## src/rtl/ovl_guard_pkg.sv

```systemverilog
package ovl_guard_pkg;

  typedef enum logic [1:0] {
    PH_STANDBY  = 2'd0,
    PH_NORMAL   = 2'd1,
    PH_HOLD_OFF = 2'd2,
    PH_PROBE_ON = 2'd3
  } ovl_phase_e;

  // on window is one tenth of the off window, never shorter than one cycle
  function automatic int on_window_len(input int off_len);
    return ((off_len / 10) < 1) ? 1 : (off_len / 10);
  endfunction

  function automatic int count_width(input int max_len);
    return (max_len > 1) ? $clog2(max_len) : 1;
  endfunction

endpackage

```

## src/rtl/ovl_window_timer.sv

```systemverilog
module ovl_window_timer #(
  parameter int CNT_W   = 8,
  parameter int OFF_LEN = 100,
  parameter int ON_LEN  = 10
) (
  input  logic clk,
  input  logic rst,
  input  logic clear_i,
  input  logic load_off_i,
  input  logic load_on_i,
  input  logic tick_i,
  output logic done_o
);

  localparam logic [CNT_W-1:0] OFF_LOAD = CNT_W'(OFF_LEN - 1);
  localparam logic [CNT_W-1:0] ON_LOAD  = CNT_W'(ON_LEN - 1);

  logic [CNT_W-1:0] remain_q;

  always_ff @(posedge clk) begin
    if (rst || clear_i) begin
      remain_q <= '0;
    end else if (load_off_i) begin
      remain_q <= OFF_LOAD;
    end else if (load_on_i) begin
      remain_q <= ON_LOAD;
    end else if (tick_i && (remain_q != '0)) begin
      remain_q <= remain_q - 1'b1;
    end
  end

  assign done_o = (remain_q == '0);

endmodule

```

## src/rtl/ovl_hit_latch.sv

```systemverilog
module ovl_hit_latch (
  input  logic clk,
  input  logic rst,
  input  logic clear_i,
  input  logic sample_i,
  input  logic det_i,
  output logic seen_o
);

  logic hit_q;

  always_ff @(posedge clk) begin
    if (rst || clear_i) begin
      hit_q <= 1'b0;
    end else if (sample_i && det_i) begin
      hit_q <= 1'b1;
    end
  end

  // include the current sample so the final edge of a window counts
  assign seen_o = hit_q | (sample_i & det_i);

endmodule

```

## src/rtl/ovl_seq_fsm.sv

```systemverilog
module ovl_seq_fsm
  import ovl_guard_pkg::*;
(
  input  logic       clk,
  input  logic       rst,
  input  logic       run_i,
  input  logic       clamp_mode_i,
  input  logic       overload_i,
  input  logic       win_done_i,
  input  logic       hit_seen_i,
  output ovl_phase_e phase_o,
  output logic       load_off_o,
  output logic       load_on_o,
  output logic       tick_o,
  output logic       tmr_clear_o,
  output logic       sample_o,
  output logic       hit_clear_o,
  output logic       out_en_o,
  output logic       flag_o
);

  ovl_phase_e phase_q, phase_d;
  logic       out_en_q, flag_q;
  logic       out_en_d, flag_d;
  logic       win_end;

  assign win_end = (phase_q == PH_PROBE_ON) && win_done_i;

  always_comb begin
    phase_d    = phase_q;
    load_off_o = 1'b0;
    load_on_o  = 1'b0;
    if (!run_i) begin
      phase_d = PH_STANDBY;
    end else begin
      unique case (phase_q)
        PH_STANDBY: phase_d = PH_NORMAL;
        PH_NORMAL: begin
          if (!clamp_mode_i && overload_i) begin
            phase_d    = PH_HOLD_OFF;
            load_off_o = 1'b1;
          end
        end
        PH_HOLD_OFF: begin
          if (win_done_i) begin
            phase_d   = PH_PROBE_ON;
            load_on_o = 1'b1;
          end
        end
        PH_PROBE_ON: begin
          if (win_done_i) begin
            if (hit_seen_i) begin
              phase_d    = PH_HOLD_OFF;
              load_off_o = 1'b1;
            end else begin
              phase_d = PH_NORMAL;
            end
          end
        end
        default: phase_d = PH_STANDBY;
      endcase
    end
  end

  assign tick_o      = (phase_q == PH_HOLD_OFF) || (phase_q == PH_PROBE_ON);
  assign tmr_clear_o = !run_i;
  assign sample_o    = run_i && (phase_q == PH_PROBE_ON);
  assign hit_clear_o = !run_i || win_end;

  // outputs follow the phase being entered, so they are registered with it
  always_comb begin
    out_en_d = (phase_d == PH_NORMAL) || (phase_d == PH_PROBE_ON);
    flag_d   = (phase_d == PH_HOLD_OFF) || (phase_d == PH_PROBE_ON) ||
               ((phase_d == PH_NORMAL) && clamp_mode_i && overload_i);
  end

  always_ff @(posedge clk) begin
    if (rst) begin
      phase_q  <= PH_STANDBY;
      out_en_q <= 1'b0;
      flag_q   <= 1'b0;
    end else begin
      phase_q  <= phase_d;
      out_en_q <= out_en_d;
      flag_q   <= flag_d;
    end
  end

  assign phase_o  = phase_q;
  assign out_en_o = out_en_q;
  assign flag_o   = flag_q;

endmodule

```

## src/rtl/ovl_guard.sv

```systemverilog
module ovl_guard
  import ovl_guard_pkg::*;
#(
  parameter int T_OFF_CYC = 900000
) (
  input  logic clk,
  input  logic rst,
  input  logic run_i,
  input  logic clamp_mode_i,
  input  logic overload_i,
  output logic out_en_o,
  output logic ovl_flag_o
);

  localparam int T_ON_CYC = on_window_len(T_OFF_CYC);
  localparam int CNT_W    = count_width(T_OFF_CYC);

  ovl_phase_e phase_w;
  logic load_off_w, load_on_w, tick_w, tmr_clear_w;
  logic sample_w, hit_clear_w, win_done_w, hit_seen_w;

  ovl_window_timer #(
    .CNT_W  (CNT_W),
    .OFF_LEN(T_OFF_CYC),
    .ON_LEN (T_ON_CYC)
  ) u_timer (
    .clk       (clk),
    .rst       (rst),
    .clear_i   (tmr_clear_w),
    .load_off_i(load_off_w),
    .load_on_i (load_on_w),
    .tick_i    (tick_w),
    .done_o    (win_done_w)
  );

  ovl_hit_latch u_hit (
    .clk     (clk),
    .rst     (rst),
    .clear_i (hit_clear_w),
    .sample_i(sample_w),
    .det_i   (overload_i),
    .seen_o  (hit_seen_w)
  );

  ovl_seq_fsm u_fsm (
    .clk         (clk),
    .rst         (rst),
    .run_i       (run_i),
    .clamp_mode_i(clamp_mode_i),
    .overload_i  (overload_i),
    .win_done_i  (win_done_w),
    .hit_seen_i  (hit_seen_w),
    .phase_o     (phase_w),
    .load_off_o  (load_off_w),
    .load_on_o   (load_on_w),
    .tick_o      (tick_w),
    .tmr_clear_o (tmr_clear_w),
    .sample_o    (sample_w),
    .hit_clear_o (hit_clear_w),
    .out_en_o    (out_en_o),
    .flag_o      (ovl_flag_o)
  );

endmodule

```

## config.mk

```make
export PLATFORM = sky130hd
export DESIGN_NAME = ovl_guard
export DESIGN_NICKNAME = d
export VERILOG_FILES = /design/src/rtl/ovl_guard_pkg.sv /design/src/rtl/ovl_window_timer.sv /design/src/rtl/ovl_hit_latch.sv /design/src/rtl/ovl_seq_fsm.sv /design/src/rtl/ovl_guard.sv
export SDC_FILE = /design/constraint.sdc
export NUM_CORES = 1
export LEC_CHECK = 0
export BUFFER_PORTS_ARGS = -buffer_cell sky130_fd_sc_hd__buf_2
export CAP_MARGIN = 10
export CORE_AREA = 2 2 74 76
export CTS_CLUSTER_SIZE = 25
export DETAILED_ROUTE_END_ITERATION = 8
export DIE_AREA = 0 0 76 78
export SLEW_MARGIN = 15
export SYNTH_ARGS = -nofsm -noshare
export SYNTH_HDL_FRONTEND = slang
export SYNTH_SLANG_ARGS = --single-unit
```

## constraint.sdc

```tcl
create_clock -name clk -period 3.05 [get_ports clk]
set_input_delay 0.305 -clock clk [delete_from_list [all_inputs] [get_ports clk]]
set_output_delay 0.305 -clock clk [all_outputs]
set_load 0.02 [all_outputs]
```

==> run metrics, run 1 <==
Clock Root Buffer clkbuf_8; switching pwr 163.7 uW; count of final setup violators 0; Worst-path clk slew 90 ps; Pwr Density 376.6 mW/mm2; Ports 7; pin count of the biggest net entering global routing 23; outcome finished clean; Async S/R FF share, synth 0%; remaining antenna violation count 0; Tmin final 2430 ps; yosys warns 0; row count 26; Peak Freq 411.5 MHz; RSZ-0062 raised after global routing no; Placed Area 0.001579 mm2; largest fanout on the critical path 6; number of diodes 0; Main synth FF type dfxtp_1; Layout fillers 525; TritonCTS sink count 25; gr ovfl total 0; Post-CTS Repair Setup Buffers 0; cell type with the largest total area after synthesis dfxtp_1; area share of the largest cell type after synthesis 33.36%; H-tree levels 1; share of cells above drive strength 1 14.77%; CTS tree done; RD Place Congestion 0.7746; Gates resized, CTS repair 0; Die Ht 78 um; sequential fraction of the synthesis area 33.36%; Core ar. 0.005042 mm2; Worst Setup Path Type flop to flop; Hold Crit Class input pin to flop; Clock Tree Buf Depth 2; CTS Buf Count 3; Cells after Synth 173; Net Sw Frac 26.74%; design area 0.001625 mm2; number of synthesized flops with an enable pin 0; Critical Path Sink Type flop; dpl hpwl 2.426 mm; Worst slew margin 33.28%; nets@finish 184; DR DRC count 0; final hold violations 0; final wirelength 3.567 mm; worst slew pin tran 1001 ps; synthesized flop and latch total 25; Leak 0.0005805 uW; clk_lat worst skew 270 ps; Pint 448.4 uW; crit share post-route 79.68%; count of final max-slew check failures 0; Pre-antenna DRT Iters 4; Die X 76 um; antenna violations before repair 0; Initial Utilization 29.75%; Distinct cells, synth 51; setup TNS 0 ps; DRT iter0 DRCs 111; IO Port Bufs 6; routed length per placed instance 14.50 um; vias per std cell 5.402; first-pass GRT wire length 6.113 mm; Max Cap Violations 0; Via Count 1329; worst vdd ir 203.7 uV; Die Area 0.005928 mm2; Clk network pwr share 32.7%; Avg Cell Area, Syn 8.672 um2; syn nets 180; non-filler instance count after layout 246; Combinational Power Share 12.2%; top post-synthesis cells by area dfxtp_1 33%, a21oi_1 4.0%, nand3_1 3.7%, xor2_1 3.5%, a31oi_1 3.3%; CP Launch Type flop; GRT Resource Usage Total 12.53%; Required @ worst endpoint 3170 ps; Crit path arrival time 2550 ps; sequential fraction of design power 55.1%; vias in the first global route 1240; # hold bufs at CTS 0; Placed Instances 242; skew final 9.079 ps; Cell Area, Synth 0.001500 mm2; Area Growth Syn to Fin 8.340%
## power groups by stage
stage          combinational, uW  sequential [uW]  clock, uW
2_1_floorplan               58.5              343          0
3_3_place_gp                73.1              345          0
3_5_place_dp                73.0              345          0
4_1_cts                     73.7              337        206
5_1_grt                     82.1              338        222
6_report                    74.6              337        200
## area by class of cell
type,instances,area [um2],area share [%]
multi-input cells,131,912.1,56.12
flip-flops and latches,25,500.5,30.79
well taps,70,87.58,5.389
repair buffers,9,52.55,3.233
clock buffers,3,41.29,2.540
inverters,7,26.28,1.617
clock inverters,1,5.005,0.3079
## registers in the layout (all words and copies together) (netlist names)
name / cells
u_timer.remain_q: 20
u_fsm.phase_o: 2
u_fsm.flag_o: 1
u_fsm.out_en_o: 1
u_hit.hit_q: 1
## critical path, cell delays in order, from the launching register on
cell and delay, ps:
dfxtp_1 370, nor4_1 580, nand4_1 540, o41ai_4 470, and3_2 260, a211oi_1 50
## stage by stage
stage               power [uW]  hold WS (ps)  utilization (%)  setup slack [ps]
floorplan                401.8         466.3                -             813.7
global placement         417.6         506.4            31.32             746.8
detailed placement       417.7         512.1            31.32             735.3
CTS                      616.4         326.8            32.23             684.9
global route             642.9         324.9            32.23             405.3
finish                   612.0         328.5            32.23             619.8
## layer usage
| metal | share of wire, % | up-vias | global-route usage, % |
|---|---|---|---|
| met5 | 0 | - | 0 |
| met4 | 0.31 | 0 | 1.636 |
| li1 | - | 668 | - |
| met2 | 44 | 33 | 19.82 |
| met3 | 4.9 | 2 | 2.791 |
| met1 | 50 | 626 | 17.94 |
## cells in the mapped netlist, types with 4 or more instances
cell type	count
a21oi_1	12
a31oi_1	8
clkbuf_1	4
dfxtp_1	25
inv_1	7
nand2_1	6
nand2b_1	4
nand3_1	11
nand4_1	7
nor2_1	12
nor3_1	4
nor4_1	5
o21ai_0	5
xnor2_1	4
xor2_1	6
## final timing paths
| kind | startpoint | endpoint | slack (ps) | cells past startpoint |
|---|---|---|---|---|
| min reg2reg | u_timer.remain_q[1] | u_timer.remain_q[1] | 520 | 2 |
| max reg2reg | u_timer.remain_q[13] | u_timer.remain_q[10] | 620 | 5 |
| min | overload_i | u_fsm.flag_o | 330 | 3 |
| max | u_timer.remain_q[13] | u_timer.remain_q[10] | 620 | 5 |
## layout by cell type (no fill, tap or decap), drive strengths merged, types with 2 or more instances in the layout
cell	count
o21ai	6
inv	7
nand4	7
o2111ai	2
nor4	5
a21oi	12
xnor2	4
o211a	3
ha	2
a41oi	3
o41ai	2
xor2	6
o31a	2
nand3	12
a21bo	2
and3	3
nor2	13
nor3	4
nand2b	4
or4	5
buf	9
dfxtp	25
clkbuf	3
a31oi	8
nor2b	3
nand2	6
a221oi	2
## kinds of logic after synthesis
| logic type | share of synthesized area, % |
|---|---|
| and+or+nand+nor | 27.36 |
| AOI/OAI and AO/OA | 25.27 |
| DFF | 33.36 |
| buffers and inverters | 5.838 |
| xor gates and xnor gates | 5.838 |
| adders and majority gates | 1.668 |
| muxes | 0.6672 |
Note: power is estimated with default switching activity, not from simulation.
==> run 2: changes to the inputs <==
--- a/config.mk
+++ b/config.mk
@@ -5,12 +5,13 @@
 export SDC_FILE = /design/constraint.sdc
 export NUM_CORES = 1
 export LEC_CHECK = 0
+export ABC_AREA = 1
 export BUFFER_PORTS_ARGS = -buffer_cell sky130_fd_sc_hd__buf_2
 export CAP_MARGIN = 10
-export CORE_AREA = 2 2 74 76
+export CORE_AREA = 2 2 77 79
 export CTS_CLUSTER_SIZE = 25
 export DETAILED_ROUTE_END_ITERATION = 8
-export DIE_AREA = 0 0 76 78
+export DIE_AREA = 0 0 79 81
 export SLEW_MARGIN = 15
 export SYNTH_ARGS = -nofsm -noshare
 export SYNTH_HDL_FRONTEND = slang
==> constraint.sdc (replaced) <==
create_clock -name clk -period 2.3 [get_ports clk]
set_input_delay 0.23 -clock clk [delete_from_list [all_inputs] [get_ports clk]]
set_output_delay 0.23 -clock clk [all_outputs]
set_load 0.02 [all_outputs]
==> run 2 against run 1 <==
Compared with the run above:
- register-to-register slack worse by 230 ps
- routed wire length up 9.4%
- final cell count up 39%
- count of clock-buffer cells in the layout unchanged
- die area up 7.9%
- hold slack worse by 220 ps
- area after synthesis up 8.6%
- power up 41%
- non-clock buffer count up 2
- global-route usage up 1.3 points
- first-iteration DRC count down 18%
- sequential share of layout area down 3.0 points
- critical path type unchanged
==> run metrics, run 2 <==
pin count of the biggest net entering global routing 17 (-26%); vias per std cell 4.551 (-16%); Core ar. 0.005675 mm2 (+13%); non-filler instance count after layout 341 (+39%); Die X 79 um (+3.9%); Pwr Density 479.3 mW/mm2 (+27%); Worst Setup Path Type flop to flop; path depth of the worst reg2reg path 9 (+4); count of final setup violators 0 (unchanged); multi-input logic area 977.2 um2 (+7.1%); top post-synthesis cells by area dfxtp_1 31%, nand2_1 15%, nor2_1 12%, nand3_1 8.0%, inv_1 6.5%; Layout fillers 642 (+22%); Tmin final 1909 ps (-520.8 ps); Largest Register u_timer.remain_q; synthesized flop and latch total 25 (unchanged); outcome finished clean; Gates resized, CTS repair 0 (unchanged); Placed Instances 337 (+39%); area share of the largest cell type after synthesis 30.72% (-2.6 points); count of final max-slew check failures 0 (unchanged); share of cells above drive strength 1 9.023% (-5.8 points); hold depth 2 (-1); dpl hpwl 2.855 mm (+18%); IO Port Bufs 6 (unchanged); crit share post-route 83.02% (+3.3 points); Clock Tree Buf Depth 2 (unchanged); largest fanout on the critical path 8 (+2); Crit path arrival time 2100 ps (-450 ps); CP Launch Type flop; Via Count 1552 (+17%); Peak Freq 523.7 MHz (+27%); skew final 11.90 ps (+2.824 ps); Hold EP u_hit.hit_q; TritonCTS sink count 25 (unchanged); Design Power 863.0 uW (+41%); final hold violations 0 (unchanged); CTS Buf Count 3 (unchanged); pre-CTS setup slack 419.0 ps (-316.3 ps); HP Start rst; commonest non-fill, non-tap cell in the layout nand2_1; vias in the first global route 1497 (+21%); most frequent cells in the layout 65 x nand2_1, 50 x nor2_1, 28 x inv_1; Register Area 500.5 um2 (unchanged); Die Area 0.006399 mm2 (+7.9%); number of synthesized flops with an enable pin 0 (unchanged); nets@finish 274 (+49%); Max Cap Violations 0 (unchanged); Initial Utilization 28.70% (-1.0 points); Cell Area, Synth 0.001629 mm2 (+8.6%); Reg2Reg Launch Point u_timer.remain_q[8]; # hold bufs at CTS 0 (unchanged); sequential fraction of the synthesis area 30.72% (-2.6 points); syn nets 264 (+47%); Area Growth Syn to Fin 10.52%; top-count cell post-synth nand2_1; Avg Cell Area, Syn 6.339 um2 (-27%); setup TNS 0 ps (unchanged); Post-CTS Repair Setup Buffers 0 (unchanged); Pre-antenna DRT Iters 4 (unchanged); Worst slew margin 67.05% (+34 points); GRT Resource Usage Total 13.82% (+1.3 points); number of diodes 0 (unchanged); worst slew pin tran 493.1 ps (-507.7 ps); Cells after Synth 257 (+49%); r2r endpoint u_timer.remain_q[5]; number of flip-flops in the largest register 20 (unchanged); clk_lat worst skew 280 ps (about the same); Die Ht 81 um (+3.8%); DRT iter0 DRCs 91 (-18%); RD Place Congestion 0.8629 (+11%); CTS tree done; Leak 0.0009193 uW (+58%); Clock Root Buffer clkbuf_8; Ports 7 (unchanged); remaining antenna violation count 0 (unchanged); RSZ-0062 raised after global routing no; gr ovfl total 0 (unchanged); row count 28 (+7.7%); Async S/R FF share, synth 0% (unchanged); H-tree levels 1 (unchanged); yosys warns 0 (unchanged); DR DRC count 0 (unchanged); worst vdd ir 328.3 uV (+61%); Hold WS 112.2 ps (-216.3 ps); post-route worst setup slack 390.6 ps (-229.2 ps); Worst-path clk slew 110 ps (+20 ps); final wirelength 3.903 mm (+9.4%); first-pass GRT wire length 7.010 mm (+15%); Main synth FF type dfxtp_1; antenna violations before repair 0 (unchanged); Hold Crit Class input pin to flop; Required @ worst endpoint 2490 ps (-680 ps); Critical Path Sink Type flop; Distinct cells, synth 29 (-43%); routed length per placed instance 11.45 um (-21%); reg-to-reg setup timing slack 390 ps (-230 ps); synth cell count leaders 65 x nand2_1, 50 x nor2_1, 28 x inv_1; cell type with the largest total area after synthesis dfxtp_1
==> run 2: through the flow <==
step           instance area [um2]  util, %
2_1_floorplan                 1629        -
3_3_place_gp                  1750    30.84
3_5_place_dp                  1750    30.84
4_1_cts                       1800    31.72
5_1_grt                       1800    31.72
6_report                      1800    31.72
==> run 2: layout make-up <==
class                           count  share of cell area [%]
Clock buffer                        3                   2.293
Inverter                           29                   6.185
Multi-Input combinational cell    197                   54.27
Clock inverter                      1                  0.4864
Tap cell                           75                   5.212
Timing Repair Buffer               11                   3.753
Sequential cell                    25                   27.80
==> run 2: kinds of logic after synthesis <==
kind of cell             synth area share (%)
AO/OA/AOI/OAI                           9.370
XOR/XNOR                                4.839
adder cells (fa/ha/maj)                 1.536
buffers and inverters                   9.293
flip-flops                              30.72
AND/OR/NAND/NOR                         44.24
==> run 2: routing by layer <==
layer	vias up	GRT usage, %	part of all wire [%]
li1	832	-	-
met1	687	18.57	51
met2	29	22.71	45
met3	4	2.778	3.4
met4	0	3.621	1.2
met5	-	0	0
==> run 2: worst max-delay path: stages (launching register included) <==
cell and delay (ps):
dfxtp_1 360, nor2_1 240, nand2_2 130, nor2_8 160
nand4_1 170, a21oi_2 340, buf_4 190, nor2_1 50
nand2_1 110, nor2_1 60
==> run 2: how the worst max path moves through the flow <==
stage                                    from                   end  slack [ps]  cells past startpoint
after floorplan           u_timer.remain_q[0]  u_timer.remain_q[11]         680                     10
after global placement    u_timer.remain_q[8]  u_timer.remain_q[19]         480                     10
after detailed placement  u_timer.remain_q[8]   u_timer.remain_q[6]         420                      9
after CTS                 u_timer.remain_q[8]   u_timer.remain_q[5]         390                      9
after global routing      u_timer.remain_q[0]  u_timer.remain_q[12]         150                     10
final                     u_timer.remain_q[8]   u_timer.remain_q[5]         390                      9
==> run 2: where the power goes <==
group	total [uW]	leakage, uW	internal (uW)	switching (uW)
logic	129	0.000691	44.1	85.1
registers	445	0.000202	439	5.44
clock network	289	0.0000261	127	162
